File: src/rtl/urx_pkg.sv
package urx_pkg;
  localparam logic CFG_DIV_ADDR  = 1'b0;
  localparam logic CFG_CTRL_ADDR = 1'b1;

  typedef struct packed {
    logic data_inv;
    logic line_rev;
    logic sleep_en;
    logic par_en;
  } urx_ctrl_t;

  typedef enum logic [2:0] {
    ST_IDLE,
    ST_START,
    ST_DATA,
    ST_PAR,
    ST_STOP
  } urx_state_t;
endpackage

File: src/rtl/urx_cfg_regs.sv
module urx_cfg_regs
  import urx_pkg::*;
#(
  parameter int DIV_W   = 16,
  parameter int DEF_DIV = 1
) (
  input  logic             clk,
  input  logic             rst,
  input  logic             cfg_we,
  input  logic             cfg_addr,
  input  logic [DIV_W-1:0] cfg_wdata,
  output logic [DIV_W-1:0] divisor,
  output urx_ctrl_t        ctrl
);
  always_ff @(posedge clk) begin
    if (rst) begin
      divisor <= DIV_W'(DEF_DIV);
      ctrl    <= '0;
    end else if (cfg_we) begin
      if (cfg_addr == CFG_DIV_ADDR) divisor <= cfg_wdata;
      else                          ctrl    <= urx_ctrl_t'(cfg_wdata[3:0]);
    end
  end
endmodule

File: src/rtl/urx_line_sampler.sv
module urx_line_sampler #(
  parameter int DIV_W       = 16,
  parameter int SYNC_STAGES = 2
) (
  input  logic             clk,
  input  logic             rst,
  input  logic             rxd,
  input  logic             line_rev,
  input  logic [DIV_W-1:0] divisor,
  output logic             line,
  output logic             os_tick
);
  logic [SYNC_STAGES-1:0] sync_q;
  logic [DIV_W-1:0]       cnt_q;
  logic                   wrap;

  generate
    if (SYNC_STAGES == 1) begin : g_one
      always_ff @(posedge clk) begin
        if (rst) sync_q <= '1;
        else     sync_q <= rxd;
      end
    end else begin : g_many
      always_ff @(posedge clk) begin
        if (rst) sync_q <= '1;
        else     sync_q <= {sync_q[SYNC_STAGES-2:0], rxd};
      end
    end
  endgenerate

  // corrected line level, idle high in both polarities
  always_ff @(posedge clk) begin
    if (rst) line <= 1'b1;
    else     line <= sync_q[SYNC_STAGES-1] ^ line_rev;
  end

  // a divisor of 0 behaves as 1
  assign wrap = ({1'b0, cnt_q} + (DIV_W+1)'(1)) >= {1'b0, divisor};

  always_ff @(posedge clk) begin
    if (rst) begin
      cnt_q   <= '0;
      os_tick <= 1'b0;
    end else begin
      os_tick <= wrap;
      cnt_q   <= wrap ? '0 : cnt_q + DIV_W'(1);
    end
  end
endmodule

File: src/rtl/urx_framer.sv
module urx_framer
  import urx_pkg::*;
#(
  parameter int DATA_W  = 8,
  parameter int OS_RATE = 16
) (
  input  logic              clk,
  input  logic              rst,
  input  logic              line,
  input  logic              os_tick,
  input  logic              par_en,
  output logic              done,
  output logic [DATA_W-1:0] data,
  output logic              perr,
  output logic              ferr
);
  localparam int PH_W    = $clog2(OS_RATE);
  localparam int BC_W    = (DATA_W > 1) ? $clog2(DATA_W) : 1;
  localparam int VOTE_PH = OS_RATE / 2 + 1;

  urx_state_t       state_q;
  logic [PH_W-1:0]  phase_q;
  logic [BC_W-1:0]  bitcnt_q;
  logic [1:0]       win_q;
  logic             line_d;
  logic             par_acc_q;
  logic             vote;
  logic             at_vote;
  logic             at_end;

  assign vote    = (win_q[1] & win_q[0]) | (win_q[1] & line) | (win_q[0] & line);
  assign at_vote = os_tick && (phase_q == PH_W'(VOTE_PH));
  assign at_end  = os_tick && (phase_q == PH_W'(OS_RATE - 1));

  always_ff @(posedge clk) begin
    if (rst) begin
      state_q   <= ST_IDLE;
      phase_q   <= '0;
      bitcnt_q  <= '0;
      win_q     <= 2'b11;
      line_d    <= 1'b1;
      par_acc_q <= 1'b0;
      done      <= 1'b0;
      data      <= '0;
      perr      <= 1'b0;
      ferr      <= 1'b0;
    end else begin
      line_d <= line;
      done   <= 1'b0;
      if (state_q == ST_IDLE) begin
        if (line_d && !line) begin
          state_q   <= ST_START;
          phase_q   <= '0;
          bitcnt_q  <= '0;
          par_acc_q <= 1'b0;
          win_q     <= 2'b11;
        end
      end else if (os_tick) begin
        win_q   <= {win_q[0], line};
        phase_q <= at_end ? '0 : phase_q + PH_W'(1);
        unique case (state_q)
          ST_START: begin
            if (at_vote && vote) state_q <= ST_IDLE;
            else if (at_end)     state_q <= ST_DATA;
          end
          ST_DATA: begin
            if (at_vote) begin
              data      <= {vote, data[DATA_W-1:1]};
              par_acc_q <= par_acc_q ^ vote;
            end
            if (at_end) begin
              if (bitcnt_q == BC_W'(DATA_W - 1)) state_q <= par_en ? ST_PAR : ST_STOP;
              else bitcnt_q <= bitcnt_q + BC_W'(1);
            end
          end
          ST_PAR: begin
            if (at_vote) par_acc_q <= par_acc_q ^ vote;
            if (at_end)  state_q   <= ST_STOP;
          end
          ST_STOP: begin
            if (at_vote) begin
              done    <= 1'b1;
              perr    <= par_en & par_acc_q;
              ferr    <= ~vote;
              state_q <= ST_IDLE;
            end
          end
          default: state_q <= ST_IDLE;
        endcase
      end
    end
  end
endmodule

File: src/rtl/urx_hold.sv
module urx_hold #(
  parameter int DATA_W = 8
) (
  input  logic              clk,
  input  logic              rst,
  input  logic              in_done,
  input  logic [DATA_W-1:0] in_data,
  input  logic              in_perr,
  input  logic              in_ferr,
  input  logic              sleep_en,
  input  logic              data_inv,
  input  logic              m_ready,
  output logic              m_valid,
  output logic [DATA_W-1:0] m_data,
  output logic              m_perr,
  output logic              m_ferr,
  output logic              m_ovr
);
  logic [DATA_W-1:0] buf_q;
  logic              accept;
  logic              pop;

  // address filter looks at line-corrected data, before read inversion
  assign accept = in_done && (!sleep_en || in_data[DATA_W-1]);
  assign pop    = m_valid && m_ready;

  always_ff @(posedge clk) begin
    if (rst) begin
      m_valid <= 1'b0;
      m_ovr   <= 1'b0;
      m_perr  <= 1'b0;
      m_ferr  <= 1'b0;
      buf_q   <= '0;
    end else if (accept && (!m_valid || pop)) begin
      m_valid <= 1'b1;
      m_ovr   <= 1'b0;
      m_perr  <= in_perr;
      m_ferr  <= in_ferr;
      buf_q   <= in_data;
    end else if (accept) begin
      m_ovr <= 1'b1;
    end else if (pop) begin
      m_valid <= 1'b0;
      m_ovr   <= 1'b0;
    end
  end

  assign m_data = buf_q ^ {DATA_W{data_inv}};
endmodule

File: src/rtl/uart_addr_rx.sv
module uart_addr_rx
  import urx_pkg::*;
#(
  parameter int DATA_W      = 8,
  parameter int OS_RATE     = 16,
  parameter int DIV_W       = 16,
  parameter int DEF_DIV     = 1,
  parameter int SYNC_STAGES = 2
) (
  input  logic              clk,
  input  logic              rst,
  input  logic              rxd,
  input  logic              cfg_we,
  input  logic              cfg_addr,
  input  logic [DIV_W-1:0]  cfg_wdata,
  output logic              m_valid,
  input  logic              m_ready,
  output logic [DATA_W-1:0] m_data,
  output logic              m_perr,
  output logic              m_ferr,
  output logic              m_ovr
);
  urx_ctrl_t         ctrl;
  logic [DIV_W-1:0]  divisor;
  logic              line;
  logic              os_tick;
  logic              frm_done;
  logic [DATA_W-1:0] frm_data;
  logic              frm_perr;
  logic              frm_ferr;
  logic              sleep_en;
  logic              data_inv;
  logic              line_rev;

  assign sleep_en = ctrl.sleep_en;
  assign data_inv = ctrl.data_inv;
  assign line_rev = ctrl.line_rev;

  urx_cfg_regs #(.DIV_W(DIV_W), .DEF_DIV(DEF_DIV)) u_cfg (
    .clk(clk), .rst(rst), .cfg_we(cfg_we), .cfg_addr(cfg_addr),
    .cfg_wdata(cfg_wdata), .divisor(divisor), .ctrl(ctrl)
  );

  urx_line_sampler #(.DIV_W(DIV_W), .SYNC_STAGES(SYNC_STAGES)) u_smp (
    .clk(clk), .rst(rst), .rxd(rxd), .line_rev(line_rev),
    .divisor(divisor), .line(line), .os_tick(os_tick)
  );

  urx_framer #(.DATA_W(DATA_W), .OS_RATE(OS_RATE)) u_frm (
    .clk(clk), .rst(rst), .line(line), .os_tick(os_tick),
    .par_en(ctrl.par_en), .done(frm_done), .data(frm_data),
    .perr(frm_perr), .ferr(frm_ferr)
  );

  urx_hold #(.DATA_W(DATA_W)) u_hold (
    .clk(clk), .rst(rst), .in_done(frm_done), .in_data(frm_data),
    .in_perr(frm_perr), .in_ferr(frm_ferr), .sleep_en(sleep_en),
    .data_inv(data_inv), .m_ready(m_ready), .m_valid(m_valid),
    .m_data(m_data), .m_perr(m_perr), .m_ferr(m_ferr), .m_ovr(m_ovr)
  );
endmodule

File: config.mk
export PLATFORM = sky130hd
export DESIGN_NAME = uart_addr_rx
export DESIGN_NICKNAME = d
export VERILOG_FILES = /design/src/rtl/urx_pkg.sv /design/src/rtl/urx_cfg_regs.sv /design/src/rtl/urx_line_sampler.sv /design/src/rtl/urx_framer.sv /design/src/rtl/urx_hold.sv /design/src/rtl/uart_addr_rx.sv
export SDC_FILE = /design/constraint.sdc
export NUM_CORES = 1
export LEC_CHECK = 0
export ABC_AREA = 1
export BUFFER_PORTS_ARGS = -buffer_cell sky130_fd_sc_hd__clkbuf_2
export CELL_PAD_IN_SITES_DETAIL_PLACEMENT = 1
export CELL_PAD_IN_SITES_GLOBAL_PLACEMENT = 1
export CORE_MARGIN = 5
export CORE_UTILIZATION = 40
export DETAILED_ROUTE_END_ITERATION = 7
export GPL_ROUTABILITY_DRIVEN = 0
export PLACE_DENSITY = 0.72
export SYNTH_ARGS = -nofsm -noshare
export SYNTH_HDL_FRONTEND = slang
export SYNTH_SLANG_ARGS = --single-unit
File: constraint.sdc
create_clock -name clk -period 3.27 [get_ports clk]
set_input_delay 0.1635 -clock clk [delete_from_list [all_inputs] [get_ports clk]]
set_output_delay 0.1635 -clock clk [all_outputs]
set_load 0.005 [all_outputs]
Yosys cells after proc, flatten, opt, wreduce, memory -nomap -nowiden
Index checks and enable logic that the tools add are counted.
{ "op_classes": {"reduce_logical": 33, "n_lt_le_gt_ge": 1, "add_sub_neg": 4, "n_bitwise": 14, "eq_ne": 15, "mux": 34} }
{ "op_table": {"columns": ["op", "n"], "rows": [
  ["3-bit 2-to-1 mux", 16],
  ["16-bit by 1-bit adder with 17-bit output, second input constant", 1],
  ["17-bit by 16-bit greater-or-equal comparator with 1-bit output", 1],
  ["16-bit by 1-bit adder with 16-bit output, second input constant", 1],
  ["4-bit 2-to-1 mux", 4],
  ["2-bit nonzero test", 7],
  ["3-bit by 1-bit inequality test with 1-bit output, second input constant", 4],
  ["3-bit case mux with 4 select lines", 1],
  ["4-bit AND reduction", 3],
  ["1-bit 2-to-1 mux", 10],
  ["4-bit == test, second input constant", 2],
  ["2-bit AND reduction", 4],
  ["8-bit XOR", 1],
  ["1-bit logical AND", 7],
  ["7-bit AND reduction", 1],
  ["3-bit by 2-bit == test with 1-bit output, second input constant", 2],
  ["3-bit == test, second input constant", 2],
  ["2-bit 2-to-1 mux", 3],
  ["2-bit OR reduction", 3],
  ["1-bit inverter", 5],
  ["5-bit AND reduction", 1],
  ["4-bit by 1-bit adder with 4-bit output, second input constant", 1],
  ["1-bit AND", 4],
  ["2-bit inequality test, second input constant", 2],
  ["10 further kinds", 15]
]} }
{ "word_totals": {"ff_bits": 77, "output_inout_bits": 12, "input_bits": 22, "elab_cells": 125} }

Depth between registers and ports, before layout
Gate-level depths: netlist of the first run.
{ "logic_depth": {"word_depth": 8, "ltp_mapped": 19, "depth_no_buf": 18} }

Modules after synthesis
Synthesis of the first run repeated with hierarchy kept, for this count alone.
{ "unflattened": {"cells_unflattened": 577, "hier_area_um2": 4131.5} }
{ "modules_own_cells": {"columns": ["module", "area_per_inst_um2", "instances", "cells_per_inst"], "rows": [
  ["urx_line_sampler", 1488.9, 1, 203],
  ["urx_framer", 1203.7, 1, 166],
  ["urx_cfg_regs", 847.1, 1, 121],
  ["urx_hold", 591.8, 1, 87]
]} }

Worst setup path before layout of the first run
OpenSTA, ideal clock, no wires.
{ "synth_path": {"path_kind": "reg-to-reg", "start": "register u_smp.cnt_q[0]", "end": "register u_smp.cnt_q[13]", "required_time_ns": 3.208, "stages_incl_launch_ff": 18, "slack_ns": 0.833, "path_buffers": 1, "arrival_ns": 2.376, "cell_sequence": "dfxtp_1 ha_1 nand2_1 nor2_4 nand2_2 nor2_4 nand3_1 xor2_1 inv_1 ha_1 a21oi_1 nor2_1 nor2_1 nand3_1 nor2_1 nand3_4 buf_6 nor2_2"} }
{ "synth_via": {"elab_chain_cells": 3} }
{ "synth_rtl": {"columns": ["element", "line_no", "rtl"], "rows": [
  ["start, declared", "urx_line_sampler.sv:14", "logic [DIV_W-1:0] cnt_q;"],
  ["start signal, assigned", "urx_line_sampler.sv:46", "cnt_q <= wrap ? '0 : cnt_q + DIV_W'(1);"],
  ["16-bit by 1-bit adder with 17-bit output", "urx_line_sampler.sv:38", "assign wrap = ({1'b0, cnt_q} + (DIV_W+1)'(1)) >= {1'b0, divisor};"],
  ["17-bit by 16-bit greater-or-equal comparator with 1-bit output", "urx_line_sampler.sv:38", null],
  ["2-bit OR reduction (no line)", null, null]
]} }
Several ways; a longest one is shown, not always the timed one.
A chain may end at the register's enable or synchronous reset.

Final worst setup path of the first run
{ "layout_path": {"start": "register u_smp.cnt_q[0]", "end": "register u_smp.cnt_q[3]"} }
The elaborated chain is that of the path after synthesis.

==> results of run 1 <==
==> through the flow <==
stage	std cells	power (mW)	setup slack, ps
final	641	2.10	308
after global routing	641	2.22	18.1
after CTS	641	2.13	259
after detailed placement	626	1.33	316
after global placement	626	1.32	508
after floorplan	491	1.25	833
==> final timing paths <==
check,start,end,slack [ps],cells past startpoint
max,u_smp.cnt_q[0],u_smp.cnt_q[3],310,16
min,rxd,u_smp.sync_q[0],10,2
max reg2reg,u_smp.cnt_q[0],u_smp.cnt_q[3],310,16
min reg2reg,u_smp.sync_q[0],u_smp.sync_q[1],420,1
==> layout make-up <==
class,count,area [µm²]
fillers,1152,4940
multi-input cells,335,1880
flip-flops and latches,77,1540
inverters,67,251
repair buffers,36,188
clock buffers,11,141
well taps,111,139
clock inverters,4,72.6
==> sequential cells by signal, indices dropped and copies added, names as in the netlist <==
name             count
u_cfg.divisor       16
u_smp.cnt_q         16
u_frm.data           8
u_hold.buf_q         8
u_cfg.ctrl           4
u_frm.phase_q        4
u_frm.bitcnt_q       3
u_frm.state_q        3
u_frm.win_q          2
u_smp.sync_q         2
u_frm.done           1
u_frm.ferr           1
u_frm.line_d         1
u_frm.par_acc_q      1
u_frm.perr           1
u_hold.m_ferr        1
u_hold.m_ovr         1
u_hold.m_perr        1
u_hold.m_valid       1
u_smp.line           1
u_smp.os_tick        1
==> worst register-to-register path: cells and delay by family (launching register included) <==
family / cells / cell delay (ps)
and+or+nand+nor: 11 / 1470
adders and majority gates: 2 / 520
DFF: 1 / 400
xor gates and xnor gates: 1 / 270
AOI/OAI and AO/OA: 1 / 150
buffers and inverters: 1 / 100
==> cell usage in the layout (no fill, tap or decap), types with 2 or more instances in the layout <==
| cell | synthesis | routed |
|---|---|---|
| nor2_2 | 9 | 9 |
| clkbuf_8 | 0 | 10 |
| inv_2 | 5 | 5 |
| dfxtp_1 | 77 | 77 |
| o22ai_1 | 2 | 2 |
| nand3_1 | 16 | 16 |
| nor2_4 | 5 | 5 |
| bufinv_16 | 0 | 2 |
| nand4_1 | 6 | 6 |
| o21ai_0 | 42 | 42 |
| inv_1 | 61 | 61 |
| a211oi_1 | 2 | 2 |
| nand2_1 | 70 | 70 |
| nand2_4 | 3 | 3 |
| ha_1 | 21 | 21 |
| nor2_1 | 71 | 71 |
| o21ai_1 | 2 | 2 |
| clkbuf_2 | 0 | 33 |
| nor3_1 | 7 | 7 |
| nand2_2 | 4 | 4 |
| a21oi_1 | 42 | 42 |
| buf_4 | 0 | 3 |
| xor2_1 | 18 | 18 |
| or2_2 | 4 | 4 |
==> layer usage <==
| layer | track usage, % | up-vias | part of all wire, % |
|---|---|---|---|
| li1 | - | 1642 | - |
| met5 | 0 | - | 0 |
| met1 | 21.6 | 1495 | 49 |
| met4 | 5.84 | 0 | 1.7 |
| met2 | 27.0 | 45 | 47 |
| met3 | 2.55 | 12 | 2.6 |
==> power by group through the flow <==
stage	registers (mW)	clock network, mW	logic (mW)
2_1_floorplan	1.02	0	0.229
3_3_place_gp	1.03	0	0.291
3_5_place_dp	1.03	0	0.301
4_1_cts	1.01	0.816	0.303
5_1_grt	1.01	0.862	0.343
6_report	1.01	0.797	0.300
==> cell families after synthesis <==
family,share of synthesized area [%]
XOR/XNOR,4.46
buffers and inverters,8.19
AND/OR/NAND/NOR,25.8
AO/OA/AOI/OAI,13.2
adder cells (fa/ha/maj),7.04
flip-flops,41.3
==> run_results.csv, run 1 <==
group,metric,value,unit
die,dieHeight,107,µm
synth,synth_top_area_share,41.3,%
cts,htreeDepth,3,
synth,yosys.area.top_type,"dfxtp_1",
grt,grt_pass1_vias,3249,
synth,synth_edf_count,0,
finish,final_area,0.00422,mm²
placement,place.port_buffers,33,
finish,fin_util,46.1,%
timing,hold_violations,0,
detailed_routing,routed_wl,8820,µm
finish,diodes,0,
timing,slew_viol_final,0,
synth,seq_area_frac_synth,41.3,%
cts,cts.root.buffer_cell,"clkbuf_8",
timing,setup_viol,0,
synth,synth_nets,534,
setup_path,cp.required,3540,ps
detailed_routing,drt_first_pass_iters,4,
finish,drive_gt1_share,16.0,%
timing,fin_crit,2960,ps
detailed_routing,drtAntennaViolNets,0,
die,ios,34,
timing,timing.final.crit_share,90.6,%
placement,place_area,0.00400,mm²
setup_path,cp_data_arrival_time,3230,ps
status,outcome,"finished, final reports clean",
synth,netlist_area,0.00373,mm²
detailed_routing,drt-initial-drc-count,101,
cts,cts_made_buffers,9,
detailed_routing,vias,3194,
setup_path,slowest_delay,400,ps
setup_path,crit_chain,"ha_1 -> nand2_1 -> nor2_4 -> nand2_2 -> nor2_4 -> nand3_1 -> xor2_1 -> inv_1 -> ha_1 -> a21oi_1 -> nor2_1 -> nor2_1 -> nand3_1 -> nor2_1 -> nand3_4 -> nor2_1",
die,dieArea,0.0114,mm²
power_and_ir_drop,ir_drop,0.000179,V
timing,fin_skew,14.2,ps
cts,cts_resized,0,
power_and_ir_drop,p_sw,0.578,mW
grt,grt_util_all_layers,16.4,%
grt,grt_max_degree,32,
synth,synth_cells,491,
power_and_ir_drop,netSwitchingFraction,27.5,%
detailed_routing,drt-vias-per-instance,4.98,
cts,cts_tree,"done",
power_and_ir_drop,internal-power,1.53,mW
finish,fin_nets,569,
synth,yosysWarnings,0,
detailed_routing,drc,0,
placement,hpwl,6720,µm
die,rows,35,
grt,grt_overflow_total,0,
synth,yosys.cell_count.top_type,"dfxtp_1",
timing,tightestPinTransition,766,ps
synth,synth.distinct_cells,35,
timing,setup-tns-final,0,ps
synth,avgSynthCellArea,7.60,µm²
power_and_ir_drop,pwr-share-seq,47.9,%
setup_path,slowest_stage,"dfxtp_1",
synth,synth-seq-cells,77,
setup_path,worst_setup_path_end_kind,"flip-flop",
detailed_routing,wl_per_cell,13.8,µm
grt,grt_pass1_wl,15100,µm
die,start_util,40.8,%
die,core_region_area,0.00915,mm²
cts,clk_path_buf_depth,2,
cts,clkTransAtPathRegs,80,ps
setup_path,critPathMostFrequentCell,"nor2_1",
power_and_ir_drop,pwr-share-comb,14.3,%
power_and_ir_drop,p_leak,2.00,nW
timing,fin_hold_ws,10.6,ps
setup_path,crit_family,"simple AND/OR/NAND/NOR gates",
finish,area_growth,13.0,%
cts,cts_sinks,77,
power_and_ir_drop,pwr-share-clk,37.9,%
cts,cts_hold_buf,0,
grt,antenna_found_initial,0,
setup_path,cp_max_fo,16,
min_path,hold_path_class,"input pin to flip-flop",
setup_path,crit_type,"flip-flop to flip-flop",
timing,rsz0062_at_grt,"no",
setup_path,critPathBufInv,1,
synth,synth_flop_cell,"dfxtp_1",
setup_path,critPathLaunchType,"flip-flop",
synth,async_flop_share,0,%
synth,synth_top_cells_by_count,"dfxtp_1, nor2_1, nand2_1",
cts,cts_setup_buffers,0,
cts,clock_latency,340,ps
run,drv_cap,0,
die,die_width,107,µm
timing,max_freq,338,MHz
synth,synthTopCellsByArea,"dfxtp_1, nor2_1, ha_1",
timing,relSlewSlack,48.9,%
power_and_ir_drop,p_per_area,499,mW/mm²
(Power assumes the default switching activity.)
==> inputs of run 2 (changes only) <==
Settings changed: CAP_MARGIN set to 40, CORE_MARGIN 5 to unset.
==> run 2 against run 1 <==
  * Combinational power about the same
  * Critical path depth up 2
  * Worst hold slack better by 72 ps
  * Highest routed layer unchanged
  * Setup slack better by 61 ps
  * Largest cell class unchanged
  * Critical endpoint is now u_smp.cnt_q[4]
==> run_results.csv, run 2 (synthesis results as in run 1) <==
group,metric,value,unit
power_and_ir_drop,pwr-share-comb,13.8,%
timing,tightestPinTransition,765,ps
cts,cts_made_buffers,9,
power_and_ir_drop,p_leak,2.02,nW
setup_path,cp_max_fo,16,
power_and_ir_drop,ir_drop,0.000202,V
detailed_routing,vias,3152,
detailed_routing,routed_wl,8620,µm
cts,clkTransAtPathRegs,80,ps
setup_path,slowest_delay,390,ps
run,drv_cap,0,
placement,hpwl,6570,µm
setup_path,crit_type,"flip-flop to flip-flop",
grt,grt_pass1_wl,15400,µm
timing,hold_violations,0,
grt,use_met1,26.6,%
finish,final_area,0.00424,mm²
finish,diodes,0,
detailed_routing,drt_first_pass_iters,4,
setup_path,crit-reg2reg-launch,"u_smp.cnt_q[0]",
timing,setup_viol,0,
setup_path,ff2ff_path_depth,18,
timing,fin_skew,8.11,ps
grt,antenna_found_initial,0,
grt,grt_util_all_layers,19.8,%
min_path,hold_end,"u_cfg.divisor[0]",
finish,layout_commonest_cell,"dfxtp_1",
setup_path,crit_family,"simple AND/OR/NAND/NOR gates",
detailed_routing,drtAntennaViolNets,0,
placement,place_area,0.00399,mm²
die,rows,34,
cts,cts_sinks,77,
die,start_util,42.0,%
power_and_ir_drop,pwr-share-clk,40.0,%
timing,setup-tns-final,0,ps
grt,grt_overflow_total,0,
setup_path,worst_setup_path_end_kind,"flip-flop",
finish,layout_common_cells,"dfxtp_1, nor2_1, nand2_1",
detailed_routing,drc,0,
power_and_ir_drop,netSwitchingFraction,26.3,%
setup_path,regToRegSetupSlack,370,ps
timing,timing.final.crit_share,88.7,%
status,outcome,"finished, final reports clean",
die,ios,34,
grt,use_met2,32.1,%
finish,fin_nets,569,
die,dieArea,0.00972,mm²
cts,clk_path_buf_depth,2,
finish,reg_top3,"u_cfg.divisor (16), u_smp.cnt_q (16)",
die,die_width,98.6,µm
grt,grt_max_degree,39,
min_path,hold_path_class,"input pin to flip-flop",
setup_path,cp_data_arrival_time,3170,ps
detailed_routing,drt-vias-per-instance,4.93,
grt,grt_pass1_vias,3302,
finish,drive_gt1_share,15.8,%
timing,relSlewSlack,48.9,%
power_and_ir_drop,internal-power,1.61,mW
placement,place.port_buffers,33,
power_and_ir_drop,p_sw,0.572,mW
min_path,whs_path_depth,3,
finish,area_growth,13.7,%
setup_path,slowest_stage,"dfxtp_1",
setup_path,r2r-end,"u_smp.cnt_q[4]",
setup_path,critPathBufInv,2,
timing,max_freq,345,MHz
timing,slew_viol_final,0,
setup_path,critPathLaunchType,"flip-flop",
cts,htreeDepth,3,
timing,fin_crit,2900,ps
die,dieHeight,98.6,µm
timing,rsz0062_at_grt,"no",
cts,cts.root.buffer_cell,"clkbuf_8",
power_and_ir_drop,p_per_area,514,mW/mm²
cts,cts_resized,0,
detailed_routing,drt-initial-drc-count,107,
grt,grt-busiest-layer,"met2",
detailed_routing,wl_per_cell,13.5,µm
cts,clock_latency,340,ps
die,core_region_area,0.00889,mm²
setup_path,crit_chain,"ha_1 -> nand2_1 -> nor2_4 -> nand2_2 -> nor2_4 -> nand3_1 -> xor2_1 -> inv_1 -> ha_1 -> nand2_1 -> inv_1 -> nand2_1 -> nor2_1 -> nand3_1 -> nand3_1 -> nor2_1 -> nand3_4 -> nor2_1",
cts,cts_tree,"done",
grt,grtUsageMet3,3.12,%
setup_path,cp.required,3540,ps
power_and_ir_drop,pwr-share-seq,46.2,%
min_path,hp-start,"cfg_wdata[0]",
## run 2: power by group through the flow
stage | clock [mW] | combinational (mW) | sequential, mW
2_1_floorplan | 0 | 0.229 | 1.02
3_3_place_gp | 0 | 0.289 | 1.03
3_5_place_dp | 0 | 0.299 | 1.03
4_1_cts | 0.898 | 0.306 | 1.01
5_1_grt | 0.941 | 0.349 | 1.01
6_report | 0.873 | 0.301 | 1.01
## run 2: per-layer routing
| metal | routed length, µm | vias to the layer above |
|---|---|---|
| li1 | - | 1643 |
| met1 | 4430 | 1467 |
| met2 | 3880 | 33 |
| met3 | 207 | 9 |
| met4 | 103 | 0 |
| met5 | 0 | - |
## run 2: through the flow
stage	std cells	hold slack, ps	util [%]	worst slack [ps]	power (mW)
finish	639	82.6	47.7	369	2.18
CTS	639	68.5	47.7	316	2.21
global placement	622	352	44.9	540	1.32
detailed placement	622	359	44.9	389	1.33
global route	639	94.4	47.7	66.9	2.30
floorplan	491	267	-	833	1.25
## run 2: final cells by class
cell class	count	area, µm²
well taps	108	135
clock buffers	12	145
flip-flops and latches	77	1540
fillers	1121	4650
multi-input cells	335	1880
clock inverters	4	95.1
repair buffers	36	190
inverters	67	251
## run 2: worst register-to-register path, delay by kind of cell (launching register included)
family	cells	cell delay, ps
and+or+nand+nor	13	1540
adders and majority gates	2	500
DFF	1	390
xor gates and xnor gates	1	260
buffers and inverters	2	130
## run 2: what timing repair did
| item | CTS | global route |
|---|---|---|
| setup buffers | 0 | 0 |
| hold endpoints to repair | 1 | 0 |
| hold buffers | 1 | 0 |
## run 2: how the worst max path moves through the flow
stage	start	endpoint	slack, ps	cells after the start
after floorplan	u_smp.cnt_q[0]	u_smp.cnt_q[13]	830	17
after CTS	u_smp.cnt_q[0]	u_smp.cnt_q[4]	320	18
after global routing	u_smp.cnt_q[0]	u_smp.cnt_q[1]	70	18
final	u_smp.cnt_q[0]	u_smp.cnt_q[4]	370	18
after detailed placement	u_smp.cnt_q[0]	u_smp.cnt_q[4]	390	18
after global placement	u_smp.cnt_q[0]	u_smp.cnt_q[15]	540	16
